$ cat src/rtl/pll_cfg_pkg.sv
package pll_cfg_pkg;
  localparam int WORD_W = 20;
  localparam int TGT_W  = 2;
  localparam int R_W    = 15;
  localparam int A_W    = 7;
  localparam int B_W    = 11;
  localparam int PAY_LO = TGT_W;            // first payload bit index
  localparam int B_LO   = PAY_LO + A_W;     // main divider starts after swallow

  typedef enum logic [TGT_W-1:0] {
    TGT_REF  = 2'b00,
    TGT_AB   = 2'b01,
    TGT_MODE = 2'b10,
    TGT_NONE = 2'b11
  } tgt_e;

  typedef struct packed {
    logic       en;
    logic       presc;
    logic [1:0] cur;
    logic [1:0] sign;
    logic [2:0] ldsel;
    logic [1:0] test;
  } mode_t;
endpackage

$ cat src/rtl/pll_cfg_sync.sv
module pll_cfg_sync #(
  parameter int N      = 3,
  parameter int STAGES = 2
) (
  input  logic         clk,
  input  logic         rst,
  input  logic [N-1:0] async_in,
  output logic [N-1:0] level,
  output logic [N-1:0] rise
);
  for (genvar i = 0; i < N; i++) begin : g_bit
    logic [STAGES:0] chain;
    always_ff @(posedge clk) begin
      if (rst) chain <= '0;
      else     chain <= {chain[STAGES-1:0], async_in[i]};
    end
    assign level[i] = chain[STAGES-1];
    assign rise[i]  = chain[STAGES-1] & ~chain[STAGES];
  end
endmodule

$ cat src/rtl/pll_cfg_shift.sv
module pll_cfg_shift
  import pll_cfg_pkg::*;
(
  input  logic              clk,
  input  logic              rst,
  input  logic              shift_en,
  input  logic              din,
  output logic [WORD_W-1:0] sr
);
  always_ff @(posedge clk) begin
    if (rst)           sr <= '0;
    else if (shift_en) sr <= {sr[WORD_W-2:0], din};
  end

  assert_hold_R1: assert property (@(posedge clk) disable iff (rst)
    !shift_en |=> $stable(sr));
  assert_advance_R1: assert property (@(posedge clk) disable iff (rst)
    shift_en |=> sr[WORD_W-1:1] == $past(sr[WORD_W-2:0]));
endmodule

$ cat src/rtl/pll_cfg_regs.sv
module pll_cfg_regs
  import pll_cfg_pkg::*;
(
  input  logic              clk,
  input  logic              rst,
  input  logic              load,
  input  logic [WORD_W-1:0] word,
  output logic [R_W-1:0]    r_div,
  output logic [A_W-1:0]    a_div,
  output logic [B_W-1:0]    b_div,
  output mode_t             mode
);
  tgt_e tgt;
  assign tgt = tgt_e'(word[TGT_W-1:0]);

  always_ff @(posedge clk) begin
    if (rst) begin
      r_div <= '0;
      a_div <= '0;
      b_div <= '0;
      mode  <= '0;
    end else if (load) begin
      case (tgt)
        TGT_REF: r_div <= word[PAY_LO +: R_W];
        TGT_AB: begin
          a_div <= word[PAY_LO +: A_W];
          b_div <= word[B_LO +: B_W];
        end
        TGT_MODE: begin
          mode.en    <= word[2];
          mode.presc <= word[4];
          mode.cur   <= word[6:5];
          mode.sign  <= word[8:7];
          mode.ldsel <= {word[15], word[10], word[9]};
          mode.test  <= word[17:16];
        end
        default: ;
      endcase
    end
  end

  assert_latch_only_R2: assert property (@(posedge clk) disable iff (rst)
    !load |=> $stable({r_div, a_div, b_div, mode}));
  assert_ref_isolated_R2: assert property (@(posedge clk) disable iff (rst)
    (load && word[1:0] == 2'b00) |=> $stable({a_div, b_div, mode}));
  assert_discard_R7: assert property (@(posedge clk) disable iff (rst)
    (load && word[1:0] == 2'b11) |=> $stable({r_div, a_div, b_div, mode}));
endmodule

$ cat src/rtl/pll_cfg_ldmux.sv
module pll_cfg_ldmux (
  input  logic       clk,
  input  logic       rst,
  input  logic [2:0] sel,
  input  logic       lock_in,
  input  logic       ref_wave,
  input  logic       lo_wave,
  input  logic       rb_bit,
  output logic       ld_out
);
  logic nxt;
  always_comb begin
    casez (sel)
      3'b00?:  nxt = lock_in;
      3'b01?:  nxt = 1'b0;
      3'b10?:  nxt = rb_bit;
      3'b110:  nxt = ref_wave;
      default: nxt = lo_wave;
    endcase
  end

  always_ff @(posedge clk) begin
    if (rst) ld_out <= 1'b0;
    else     ld_out <= nxt;
  end

  assert_low_R8: assert property (@(posedge clk) disable iff (rst)
    (sel[2:1] == 2'b01) |=> !ld_out);
  assert_lock_R8: assert property (@(posedge clk) disable iff (rst)
    (sel[2:1] == 2'b00) |=> ld_out == $past(lock_in));
endmodule

$ cat src/rtl/pll_cfg_port.sv
module pll_cfg_port
  import pll_cfg_pkg::*;
#(
  parameter int SYNC_STAGES = 2
) (
  input  logic           clk,
  input  logic           rst,
  input  logic           ser_clk,
  input  logic           ser_dat,
  input  logic           ser_latch,
  input  logic           lock_in,
  input  logic           ref_wave,
  input  logic           lo_wave,
  output logic           ld_out,
  output logic           pll_en,
  output logic           presc_sel,
  output logic [1:0]     cp_cur,
  output logic [1:0]     cp_sign,
  output logic [1:0]     cp_test,
  output logic [2:0]     ld_sel,
  output logic [R_W-1:0] r_div,
  output logic [A_W-1:0] a_div,
  output logic [B_W-1:0] b_div
);
  localparam int IDX_CLK = 0;
  localparam int IDX_DAT = 1;
  localparam int IDX_LAT = 2;

  logic [2:0] s_level, s_rise;
  logic [WORD_W-1:0] sr;
  mode_t mode;
  logic sync_unused;

  pll_cfg_sync #(.N(3), .STAGES(SYNC_STAGES)) u_sync (
    .clk(clk), .rst(rst),
    .async_in({ser_latch, ser_dat, ser_clk}),
    .level(s_level), .rise(s_rise)
  );
  assign sync_unused = ^{s_level[IDX_CLK], s_level[IDX_LAT], s_rise[IDX_DAT]};

  pll_cfg_shift u_shift (
    .clk(clk), .rst(rst),
    .shift_en(s_rise[IDX_CLK]), .din(s_level[IDX_DAT]), .sr(sr)
  );

  pll_cfg_regs u_regs (
    .clk(clk), .rst(rst), .load(s_rise[IDX_LAT]), .word(sr),
    .r_div(r_div), .a_div(a_div), .b_div(b_div), .mode(mode)
  );

  pll_cfg_ldmux u_mux (
    .clk(clk), .rst(rst), .sel(mode.ldsel),
    .lock_in(lock_in), .ref_wave(ref_wave), .lo_wave(lo_wave),
    .rb_bit(sr[WORD_W-1]), .ld_out(ld_out)
  );

  assign pll_en    = mode.en;
  assign presc_sel = mode.presc;
  assign cp_cur    = mode.cur;
  assign cp_sign   = mode.sign;
  assign cp_test   = mode.test;
  assign ld_sel    = mode.ldsel;
endmodule

$ cat config.mk
export PLATFORM = sky130hd
export DESIGN_NAME = pll_cfg_port
export DESIGN_NICKNAME = d
export VERILOG_FILES = /design/src/rtl/pll_cfg_pkg.sv /design/src/rtl/pll_cfg_sync.sv /design/src/rtl/pll_cfg_shift.sv /design/src/rtl/pll_cfg_regs.sv /design/src/rtl/pll_cfg_ldmux.sv /design/src/rtl/pll_cfg_port.sv
export SDC_FILE = /design/constraint.sdc
export NUM_CORES = 1
export LEC_CHECK = 0
export CORE_ASPECT_RATIO = 0.7
export CORE_MARGIN = 2
export CORE_UTILIZATION = 35
export DETAILED_ROUTE_END_ITERATION = 7
export DONT_BUFFER_PORTS = 1
export SYNTH_ARGS = -nofsm -noshare
export SYNTH_HDL_FRONTEND = slang
export SYNTH_SLANG_ARGS = --single-unit
$ cat constraint.sdc
create_clock -name clk -period 1.7 [get_ports clk]
set_clock_uncertainty 0.05 [all_clocks]
set_input_delay 0.34 -clock clk [delete_from_list [all_inputs] [get_ports clk]]
set_output_delay 0.34 -clock clk [all_outputs]
set_load 0.05 [all_outputs]
==> run_results.csv, run 1 <==
group,metric,value,unit
setup_path,critical_path.startpoint_type,"flip-flop",
global_route,grtUsageTotal,14.88,%
floorplan,design.die.area,8227,sq um
hold_path,hold_path_class,"input pin to flip-flop",
power_and_ir_drop,ir_worst_vdd,0.3832,mV
setup_path,critical_path.reg2reg.startpoint,"u_sync.g_bit[2].chain[1]",
sta,final.min_clock_period,1.414,ns
power_and_ir_drop,p_sw_share,21.86,%
final_layout,final_cell_mix,"sky130_fd_sc_hd__nand2_1 (119), sky130_fd_sc_hd__dfxtp_1 (73), sky130_fd_sc_hd__a21oi_1 (55), sky130_fd_sc_hd__buf_4 (12)",
sta,max-slew-margin-rel,61.99,%
global_route,globalRouteOverflowTotal,0,
power_and_ir_drop,power.switching,643.2,uW
final_layout,insertedDiodeCount,0,
power_and_ir_drop,static-leakage-power,0.0009266,uW
sta,min_period_over_period,83.17,%
drt,drtIter0Drc,104,
hold_path,hp-start,"rst",
synthesis,synthesized_nets,316,
place,pre_cts_ws,0.3025,ns
sta,fin_tns_setup,0,ns
clocking,buffer_depth_of_the_longest_clock_path,2,
setup_path,end_kind,"output port",
clocking,cts_tree,"built",
clocking,cts_buffers,9,
sta,finalWorstSetupSlack,0.2861,ns
global_route,grt_first_pass_wirelength,9418,um
floorplan,number_of_top_level_design_ports,53,
synthesis,yosysWarningCount,0,
power_and_ir_drop,cellInternalPower,2300,uW
job,maxCapViolations,0,
synthesis,largest_area_contributor_in_the_synthesized_netlist,"sky130_fd_sc_hd__dfxtp_1",
synthesis,yosysUniqueCellTypes,21,
drt,drt_wl_total,5918,um
drt,drt-vias-per-instance,4.855,
setup_path,cp.required,1.31,ns
setup_path,crit_fanout,4,
drt,route.vias.total,2015,
floorplan,chipHeight,76.49,um
final_layout,drive_above_1_share,15.46,%
power_and_ir_drop,power_per_cell_area,1007,nW/um^2
drt,post-route-drc-count,0,
final_layout,num-fill-cells,751,
final_layout,layout_commonest_cell,"sky130_fd_sc_hd__nand2_1",
synthesis,synth_cells,308,
global_route,grt_start_max_net_pins,61,
place,dpl.hpwl,3831,um
synthesis,ys_top_cells_by_area,"sky130_fd_sc_hd__dfxtp_1 (56%), sky130_fd_sc_hd__nand2_1 (17%), sky130_fd_sc_hd__a21oi_1 (10%)",
clocking,clk_root_buffer_cell,"sky130_fd_sc_hd__clkbuf_8",
clocking,clock_sinks,73,
place,routabilityCongestion,0.7408,
synthesis,netlist.area_leader.share,55.62,%
clocking,cts-htree-levels,3,
final_layout,final_net_count,321,
power_and_ir_drop,combinational_cell_fraction_of_total_power,2.0,%
drt,route.antenna.remaining_nets,0,
floorplan,dieWidth,107.6,um
clocking,path_clk_slew,0.07,ns
synthesis,number_of_register_bits_inferred_by_synthesis,73,
floorplan,fp.coreArea,7287,sq um
power_and_ir_drop,power.share.clock,39.2,%
setup_path,cp.arrival,1.02,ns
sta,rsz0062_at_grt,"false",
sta,timing_max_transition_violations_final,0,
setup_path,timing.setup.critical_path_class,"flip-flop to output port",
sta,achievable_freq,707.2,MHz
place,port_buffers,0,
power_and_ir_drop,power.share.sequential,58.7,%
synthesis,mappedNetlistArea,2628,sq um
drt,detailedRoute.firstPassIterationCount,4,
sta,timing.final.hold_violations,0,
outcome,status,"complete, no violations",
global_route,number_of_global_route_vias_before_repair,1900,
sta,worst_slew_pin_slew,0.5694,ns
clocking,insertion_delay,0.34,ns
synthesis,sequential_share_of_the_synthesized_area,55.62,%
sta,setup_viol_count_final,0,
floorplan,initial_standard_cell_utilization_of_the_core,36.06,%
floorplan,placement_rows,26,
global_route,antenna_violations_before_repair,0,
setup_path,worst_setup_path_startpoint,"u_regs.mode[3]",
synthesis,post_synth.cell_area_avg,8.531,sq um
final_layout,area.growth.synth_to_final,11.24,%
drt,avgRoutedWirePerCell,14.26,um
==> power groups by stage <==
stage / Clock, uW / Combinational, uW / Sequential, uW
floorplan: 0 / 62.2 / 1770
global placement: 0 / 46.6 / 1770
detailed placement: 0 / 47.0 / 1770
CTS: 1190 / 60.8 / 1730
global route: 1270 / 65.8 / 1730
finish: 1150 / 60.1 / 1730
==> cell usage after synthesis, drive strengths merged <==
| cell type | count |
|---|---|
| clkbuf | 13 |
| nor2b | 9 |
| nor4b | 1 |
| a21o | 1 |
| and4bb | 2 |
| dfxtp | 73 |
| mux2 | 1 |
| a21oi | 65 |
| nand4bb | 2 |
| or4b | 1 |
| nand2b | 2 |
| buf | 8 |
| nand3 | 1 |
| nand2 | 129 |
==> layer usage <==
metal | up-vias | part of all wire, % | wire length, um | global-route usage [%]
met5 | - | 0 | 0 | 0
met3 | 5 | 9.0 | 530 | 6.672
li1 | 1007 | - | - | -
met1 | 950 | 48 | 2836 | 19.81
met2 | 53 | 42 | 2498 | 21.70
met4 | 0 | 0.90 | 53 | 4.231
==> through the flow <==
stage          hold slack, ns  std cells  cell area [sq um]  util, %  power (uW)
3_5_place_dp           0.3631        397               2730    37.47        1815
2_1_floorplan          0.3638        308               2628        -        1829
5_1_grt              0.003595        415               2923    40.11        3062
6_report              0.02179        415               2923    40.11        2943
4_1_cts             0.0006540        415               2923    40.11        2981
3_3_place_gp           0.3616        397               2730    37.47        1814
==> flip-flops by register name, indices dropped and copies added (netlist names) <==
signal              cells
u_shift.sr             20
u_regs.r_div           15
u_regs.b_div           11
u_regs.mode            11
u_sync.g_bit.chain      8
u_regs.a_div            7
u_mux.ld_out            1
==> cells by family (layout without fill, tap and decap cells) <==
family | Yosys count | count (layout) | synth area share (%)
mux | 1 | 1 | 0.4285
buf+inv | 21 | 30 | 4.191
flops | 73 | 73 | 55.62
simple gates | 147 | 147 | 25.67
compound gates | 66 | 66 | 14.10
==> worst paths after layout <==
kind              cells past startpoint                        to  slack, ns
setup / recovery                      0                 ld_sel[1]       0.29
hold / removal                        1  u_sync.g_bit[2].chain[0]       0.02
hold reg to reg                       2             u_shift.sr[0]       0.38
setup reg to reg                      4           u_regs.r_div[6]       0.29
==> cell type report <==
type	count	area (sq um)	share of cell area, %
multi-input combinational	214	1056	36.13
clock buffer	12	145.1	4.966
sequential	73	1461	50.00
tap	98	122.6	4.195
timing repair buffer	15	120.1	4.110
clock inverter	3	17.52	0.5993
==> repair_timing <==
action                    4_1_cts  5_1_grt
buffers inserted                0        0
hold buffers                    3        0
hold endpoints to repair        8        0
gates resized for setup         0        0
Power figures use the tool's default switching activity.
==> inputs of run 2 (changes only) <==
Clock period 1.7 ns to 1.3 ns, I/O delays scaled along.
==> run 2 against run 1 <==
The flow now finishes with violations (hold timing, setup timing). Sequential power rose by 31%. Via count rose by 8.8%. Flip-flop and latch count did not move. Global-route usage rose by 0.70 points. First-iteration DRC count fell by 6.7%. Sequential share of layout area fell by 7.1 points. Final cell count rose by 11%. Die area did not move. Core utilization rose by 7.1 points. Hold slack got worse by 0.081 ns. Routed wire length rose by 7.8%.
==> run_results.csv, run 2 (synthesis results as in run 1) <==
group,metric,value,unit
global_route,number_of_global_route_vias_before_repair,2081,
global_route,use_met2,22.96,%
final_layout,top_regs,"u_shift.sr (20), u_regs.r_div (15)",
final_layout,multi_input_comb_area,1116,sq um
clocking,insertion_delay,0.34,ns
setup_path,critical_path.startpoint_type,"flip-flop",
drt,route.vias.total,2193,
power_and_ir_drop,power_per_cell_area,1235,nW/um^2
clocking,post_cts_buffers,0,
setup_path,endpoint_of_the_worst_register_to_register_path,"u_regs.r_div[14]",
power_and_ir_drop,combinational_cell_fraction_of_total_power,2.1,%
global_route,grt_start_max_net_pins,74,
sta,timing.final.hold_violations,66,
global_route,globalRouteOverflowTotal,0,
final_layout,num-fill-cells,722,
floorplan,fp.coreArea,7287,sq um
final_layout,drive_above_1_share,30.47,%
hold_path,hp-start,"rst",
final_layout,design_area,3438,sq um
global_route,grtUsageTotal,15.58,%
power_and_ir_drop,power.share.sequential,53.1,%
final_layout,final_net_count,365,
outcome,status,"finished, violations left",
global_route,global_routing_usage_on_met1,21.59,%
clocking,cts-htree-levels,3,
sta,achievable_freq,762.3,MHz
sta,whs,-0.05915,ns
power_and_ir_drop,cellInternalPower,3414,uW
final_layout,register_area,1476,sq um
final_layout,area.growth.synth_to_final,30.86,%
clocking,cts_tree,"built",
setup_path,cp.arrival,1.49,ns
setup_path,timing.setup.critical_path_class,"flip-flop to flip-flop",
global_route,grt_first_pass_wirelength,9963,um
drt,drt_wl_total,6377,um
power_and_ir_drop,ir_worst_vdd,0.5554,mV
sta,final.min_clock_period,1.312,ns
job,maxCapViolations,0,
drt,detailedRoute.firstPassIterationCount,4,
place,post-place-cells,434,
clocking,clock_sinks,73,
setup_path,critical_path.reg2reg.startpoint,"u_shift.sr[0]",
drt,avgRoutedWirePerCell,13.89,um
place,post_dp_cell_area,3024,sq um
sta,fin_tns_setup,-0.02041,ns
sta,setup_viol_count_final,4,
sta,finalWorstSetupSlack,-0.01180,ns
hold_path,hold_path_class,"input pin to flip-flop",
sta,worst_slew_pin_slew,0.2790,ns
setup_path,crit_fanout,9,
power_and_ir_drop,p_sw_share,19.61,%
outcome,violations_in_the_final_reports,"hold timing, setup timing",
clocking,path_clk_slew,0.07,ns
sta,timing_max_transition_violations_final,0,
sta,min_period_over_period,100.9,%
drt,drt-vias-per-instance,4.778,
floorplan,number_of_top_level_design_ports,53,
drt,route.antenna.remaining_nets,0,
sta,rsz0062_at_grt,"true",
floorplan,design.die.area,8227,sq um
setup_path,ff2ff_path_depth,4,
clocking,buffer_depth_of_the_longest_clock_path,2,
final_layout,insertedDiodeCount,0,
drt,post-route-drc-count,0,
clocking,cts_hold_buf,7,
clocking,clk_root_buffer_cell,"sky130_fd_sc_hd__clkbuf_8",
power_and_ir_drop,static-leakage-power,0.001219,uW
final_layout,largest_register_ffs,20,
setup_path,setup_slack_reg_to_reg,-0.01,ns
hold_path,hold_depth,1,
power_and_ir_drop,power.share.clock,44.7,%
global_route,gr-max-usage-layer,"met2",
place,routabilityCongestion,0.7229,
floorplan,initial_standard_cell_utilization_of_the_core,36.06,%
floorplan,chipHeight,76.49,um
final_layout,registers.top_by_ff_count,"u_shift.sr",
place,dpl.hpwl,3978,um
floorplan,placement_rows,26,
hold_path,hold-path-endpoint,"u_regs.r_div[8]",
setup_path,end_kind,"flip-flop",
global_route,antenna_violations_before_repair,0,
floorplan,dieWidth,107.6,um
sta,max-slew-margin-rel,81.37,%
power_and_ir_drop,power.switching,832.9,uW
final_layout,layout_commonest_cell,"sky130_fd_sc_hd__nand2_1",
setup_path,cp.required,1.48,ns
drt,drtIter0Drc,97,
final_layout,instances_no_fill,459,
final_layout,final_cell_mix,"sky130_fd_sc_hd__nand2_1 (118), sky130_fd_sc_hd__dfxtp_1 (61), sky130_fd_sc_hd__a21oi_1 (49), sky130_fd_sc_hd__buf_4 (41), sky130_fd_sc_hd__a21oi_2 (16)",
place,port_buffers,0,
global_route,met3_global_route_usage,5.475,%
clocking,cts_buffers,9,
==> run 2: changes by cell type in the layout (fill, tap and decap cells not counted), sizes merged <==
cell / change
clkinvlp: -1
bufinv: +2
clkbuf: +1
dlygate4sd3: +4
clkinv: -1
buf: +38
and4bb: +1
==> run 2: metal layers <==
layer  vias up  share of wire, %
met5         -                 0
met4         0              0.72
met3         6               5.4
met2        52                45
met1      1042                49
li1       1093                 -
==> run 2: power groups by stage <==
stage	sequential, uW	combinational, uW	clock (uW)
after global placement	2310	67.8	0
final	2260	89.6	1900
after CTS	2260	86.3	1960
after global routing	2260	98.2	2040
after floorplan	2310	81.4	0
after detailed placement	2310	68.8	0
==> run 2: layout make-up <==
class,instances,area share (%)
Sequential cell,73,42.94
Multi-Input combinational cell,215,32.46
Timing Repair Buffer,58,14.92
Clock buffer,12,4.221
Tap cell,98,3.566
Clock inverter,3,1.892
==> run 2: repair_timing <==
| item | CTS | global route |
|---|---|---|
| endpoints found under the hold margin | 73 | 66 |
| cloned | 0 | 3 |
| pin swaps | 0 | 2 |
| resized for setup | 13 | 15 |
| setup endpoints to repair | 24 | 35 |
==> run 2: stage by stage <==
stage | worst slack, ns | total power (uW) | util (%)
CTS | -0.01906 | 4298 | 45.84
detailed placement | -0.06303 | 2377 | 41.50
floorplan | -0.1463 | 2391 | -
finish | -0.01180 | 4247 | 47.18
global route | -0.06442 | 4392 | 47.18
global placement | -0.02329 | 2376 | 41.50
==> run 2: worst max-delay path, cell delays in order (launching register included) <==
cell	delay, ns
sky130_fd_sc_hd__dfxtp_2	0.32
sky130_fd_sc_hd__or4b_4	0.54
sky130_fd_sc_hd__buf_6	0.16
sky130_fd_sc_hd__nand2_1	0.07
sky130_fd_sc_hd__a21oi_1	0.06
==> run 2: how the worst max path moves through the flow <==
stage / from / to / slack, ns
global placement: u_shift.sr[0] / u_regs.r_div[14] / -0.02
floorplan: u_shift.sr[0] / u_regs.r_div[4] / -0.15
finish: u_shift.sr[0] / u_regs.r_div[14] / -0.01
detailed placement: u_shift.sr[0] / u_regs.r_div[14] / -0.06
global route: u_shift.sr[0] / u_regs.r_div[14] / -0.06
CTS: u_shift.sr[0] / u_regs.r_div[14] / -0.02
==> inputs of run 3 (changes only) <==
Settings changed: CORE_UTILIZATION 35 to 55, PLACE_DENSITY from default to 0.73.
==> run 3 against run 2 <==
The run still ends with hold timing, setup timing left. Hold slack got worse by 0.027 ns. Die area fell by 35%. Flip-flop and latch count did not move. First-iteration DRC count rose by 34%. Core utilization rose by 28 points. Sequential share of layout area rose by 1.5 points. Final cell count fell by 11%. Total power fell by 8.1%. Sequential power barely moved. Combinational power rose by 8.0%. Critical path type unchanged. Largest power group unchanged.
==> run_results.csv, run 3 (synthesis results as in run 1) <==
group,metric,value,unit
sta,setup_viol_count_final,14,
final_layout,final_net_count,358,
setup_path,timing.setup.critical_path_class,"flip-flop to flip-flop",
sta,final.min_clock_period,1.351,ns
floorplan,initial_standard_cell_utilization_of_the_core,58.99,%
floorplan,fp.coreArea,4454,sq um
hold_path,hold_path_class,"input pin to flip-flop",
power_and_ir_drop,cellInternalPower,3033,uW
clocking,cts_hold_buf,8,
final_layout,insertedDiodeCount,0,
sta,whs,-0.08613,ns
floorplan,design.die.area,5355,sq um
final_layout,multi_input_comb_area,1159,sq um
final_layout,num-fill-cells,339,
clocking,insertion_delay,0.35,ns
drt,drtIter0Drc,130,
final_layout,layout_commonest_cell,"sky130_fd_sc_hd__nand2_1",
final_layout,top_regs,"u_shift.sr (20), u_regs.r_div (15)",
setup_path,end_kind,"flip-flop",
global_route,grtUsageTotal,22.73,%
power_and_ir_drop,ir_worst_vdd,1.058,mV
sta,achievable_freq,740.4,MHz
drt,avgRoutedWirePerCell,14.59,um
clocking,post_cts_buffers,0,
setup_path,critical_path.startpoint_type,"flip-flop",
setup_path,cp.required,1.49,ns
global_route,number_of_global_route_vias_before_repair,1948,
power_and_ir_drop,design_power_total,3902,uW
sta,max-slew-margin-rel,67.32,%
sta,min_period_over_period,103.9,%
final_layout,final_cell_mix,"sky130_fd_sc_hd__nand2_1 (107), sky130_fd_sc_hd__dfxtp_1 (54), sky130_fd_sc_hd__a21oi_1 (43), sky130_fd_sc_hd__buf_4 (36), sky130_fd_sc_hd__a21oi_2 (22)",
sta,worst_slew_pin_slew,0.4895,ns
floorplan,number_of_top_level_design_ports,53,
power_and_ir_drop,static-leakage-power,0.001211,uW
sta,timing_max_transition_violations_final,0,
final_layout,area.growth.synth_to_final,27.19,%
sta,finalWorstSetupSlack,-0.05060,ns
power_and_ir_drop,p_sw_share,22.28,%
drt,route.vias.total,2168,
drt,post-route-drc-count,0,
floorplan,chipHeight,61.83,um
clocking,clock_sinks,73,
place,port_buffers,0,
final_layout,register_area,1485,sq um
setup_path,crit_fanout,7,
power_and_ir_drop,power.switching,869.2,uW
clocking,cts_buffers,9,
sta,timing.final.hold_violations,65,
job,maxCapViolations,0,
final_layout,largest_register_ffs,20,
drt,drt-vias-per-instance,5.288,
global_route,grt_first_pass_wirelength,9094,um
setup_path,cp.arrival,1.54,ns
clocking,path_clk_slew,0.08,ns
power_and_ir_drop,combinational_cell_fraction_of_total_power,2.5,%
power_and_ir_drop,power.share.sequential,57.9,%
drt,route.antenna.remaining_nets,0,
global_route,antenna_violations_before_repair,0,
power_and_ir_drop,power.share.clock,39.7,%
clocking,cts_tree,"built",
outcome,violations_in_the_final_reports,"hold timing, setup timing",
floorplan,dieWidth,86.61,um
sta,rsz0062_at_grt,"true",
global_route,grt_start_max_net_pins,74,
clocking,buffer_depth_of_the_longest_clock_path,2,
global_route,globalRouteOverflowTotal,0,
clocking,clk_root_buffer_cell,"sky130_fd_sc_hd__clkbuf_8",
place,routabilityCongestion,0.7806,
final_layout,registers.top_by_ff_count,"u_shift.sr",
clocking,cts-htree-levels,3,
drt,drt_wl_total,5981,um
floorplan,placement_rows,20,
place,dpl.hpwl,3659,um
outcome,status,"finished, violations left",
power_and_ir_drop,power_per_cell_area,1168,nW/um^2
final_layout,drive_above_1_share,35.77,%
drt,detailedRoute.firstPassIterationCount,4,
[run 3: metrics by stage]
| stage | setup TNS (ns) | setup slack [ns] | utilization [%] | cells | area (sq um) |
|---|---|---|---|---|---|
| floorplan | -1.502 | -0.1463 | - | 308 | 2631 |
| global placement | -0.4926 | -0.04119 | 65.84 | 386 | 2933 |
| detailed placement | -0.8838 | -0.08324 | 65.84 | 386 | 2933 |
| CTS | -0.1219 | -0.01548 | 72.36 | 410 | 3223 |
| global route | -0.8411 | -0.08847 | 75.03 | 410 | 3342 |
| finish | -0.4535 | -0.05060 | 75.03 | 410 | 3342 |
[run 3: area by class of cell]
| type | instances | area share, % |
|---|---|---|
| Clock buffer | 11 | 4.231 |
| Clock inverter | 5 | 0.9360 |
| Multi-Input combinational cell | 214 | 34.67 |
| Sequential cell | 73 | 44.44 |
| Tap cell | 55 | 2.059 |
| Timing Repair Buffer | 52 | 13.67 |
[run 3: routing by layer]
metal	routed length, um	global-route usage (%)	vias up
li1	-	-	1085
met3	420	8.454	9
met5	0	0	-
met4	84	8.705	0
met1	2558	28.20	1012
met2	2918	37.03	62
[run 3: critical path: stages (launching register included)]
cell and delay (ns):
sky130_fd_sc_hd__dfxtp_2 0.32, sky130_fd_sc_hd__or4b_4 0.57, sky130_fd_sc_hd__buf_8 0.17, sky130_fd_sc_hd__nand2_2 0.07
sky130_fd_sc_hd__a21oi_2 0.05
[run 3: final timing paths]
path	from	end	slack, ns	depth (start not counted)
setup / recovery	u_shift.sr[0]	u_regs.r_div[2]	-0.05	4
hold / removal	rst	u_regs.b_div[1]	-0.09	1
setup reg to reg	u_shift.sr[0]	u_regs.r_div[2]	-0.05	4
hold reg to reg	u_sync.g_bit[1].chain[1]	u_shift.sr[0]	0.38	2
[run 3: what timing repair did]
action,CTS,global route
pin swaps,7,11
hold endpoints to repair,73,65
resized for setup,20,35
setup endpoints to repair,28,41
[run 3: power groups by stage]
stage          Sequential, uW  Clock [uW]  Combinational (uW)
6_report                 2260        1550                96.8
5_1_grt                  2260        1680                 104
4_1_cts                  2260        1570                84.8
3_5_place_dp             2310           0                66.9
3_3_place_gp             2310           0                65.8
2_1_floorplan            2310           0                81.4
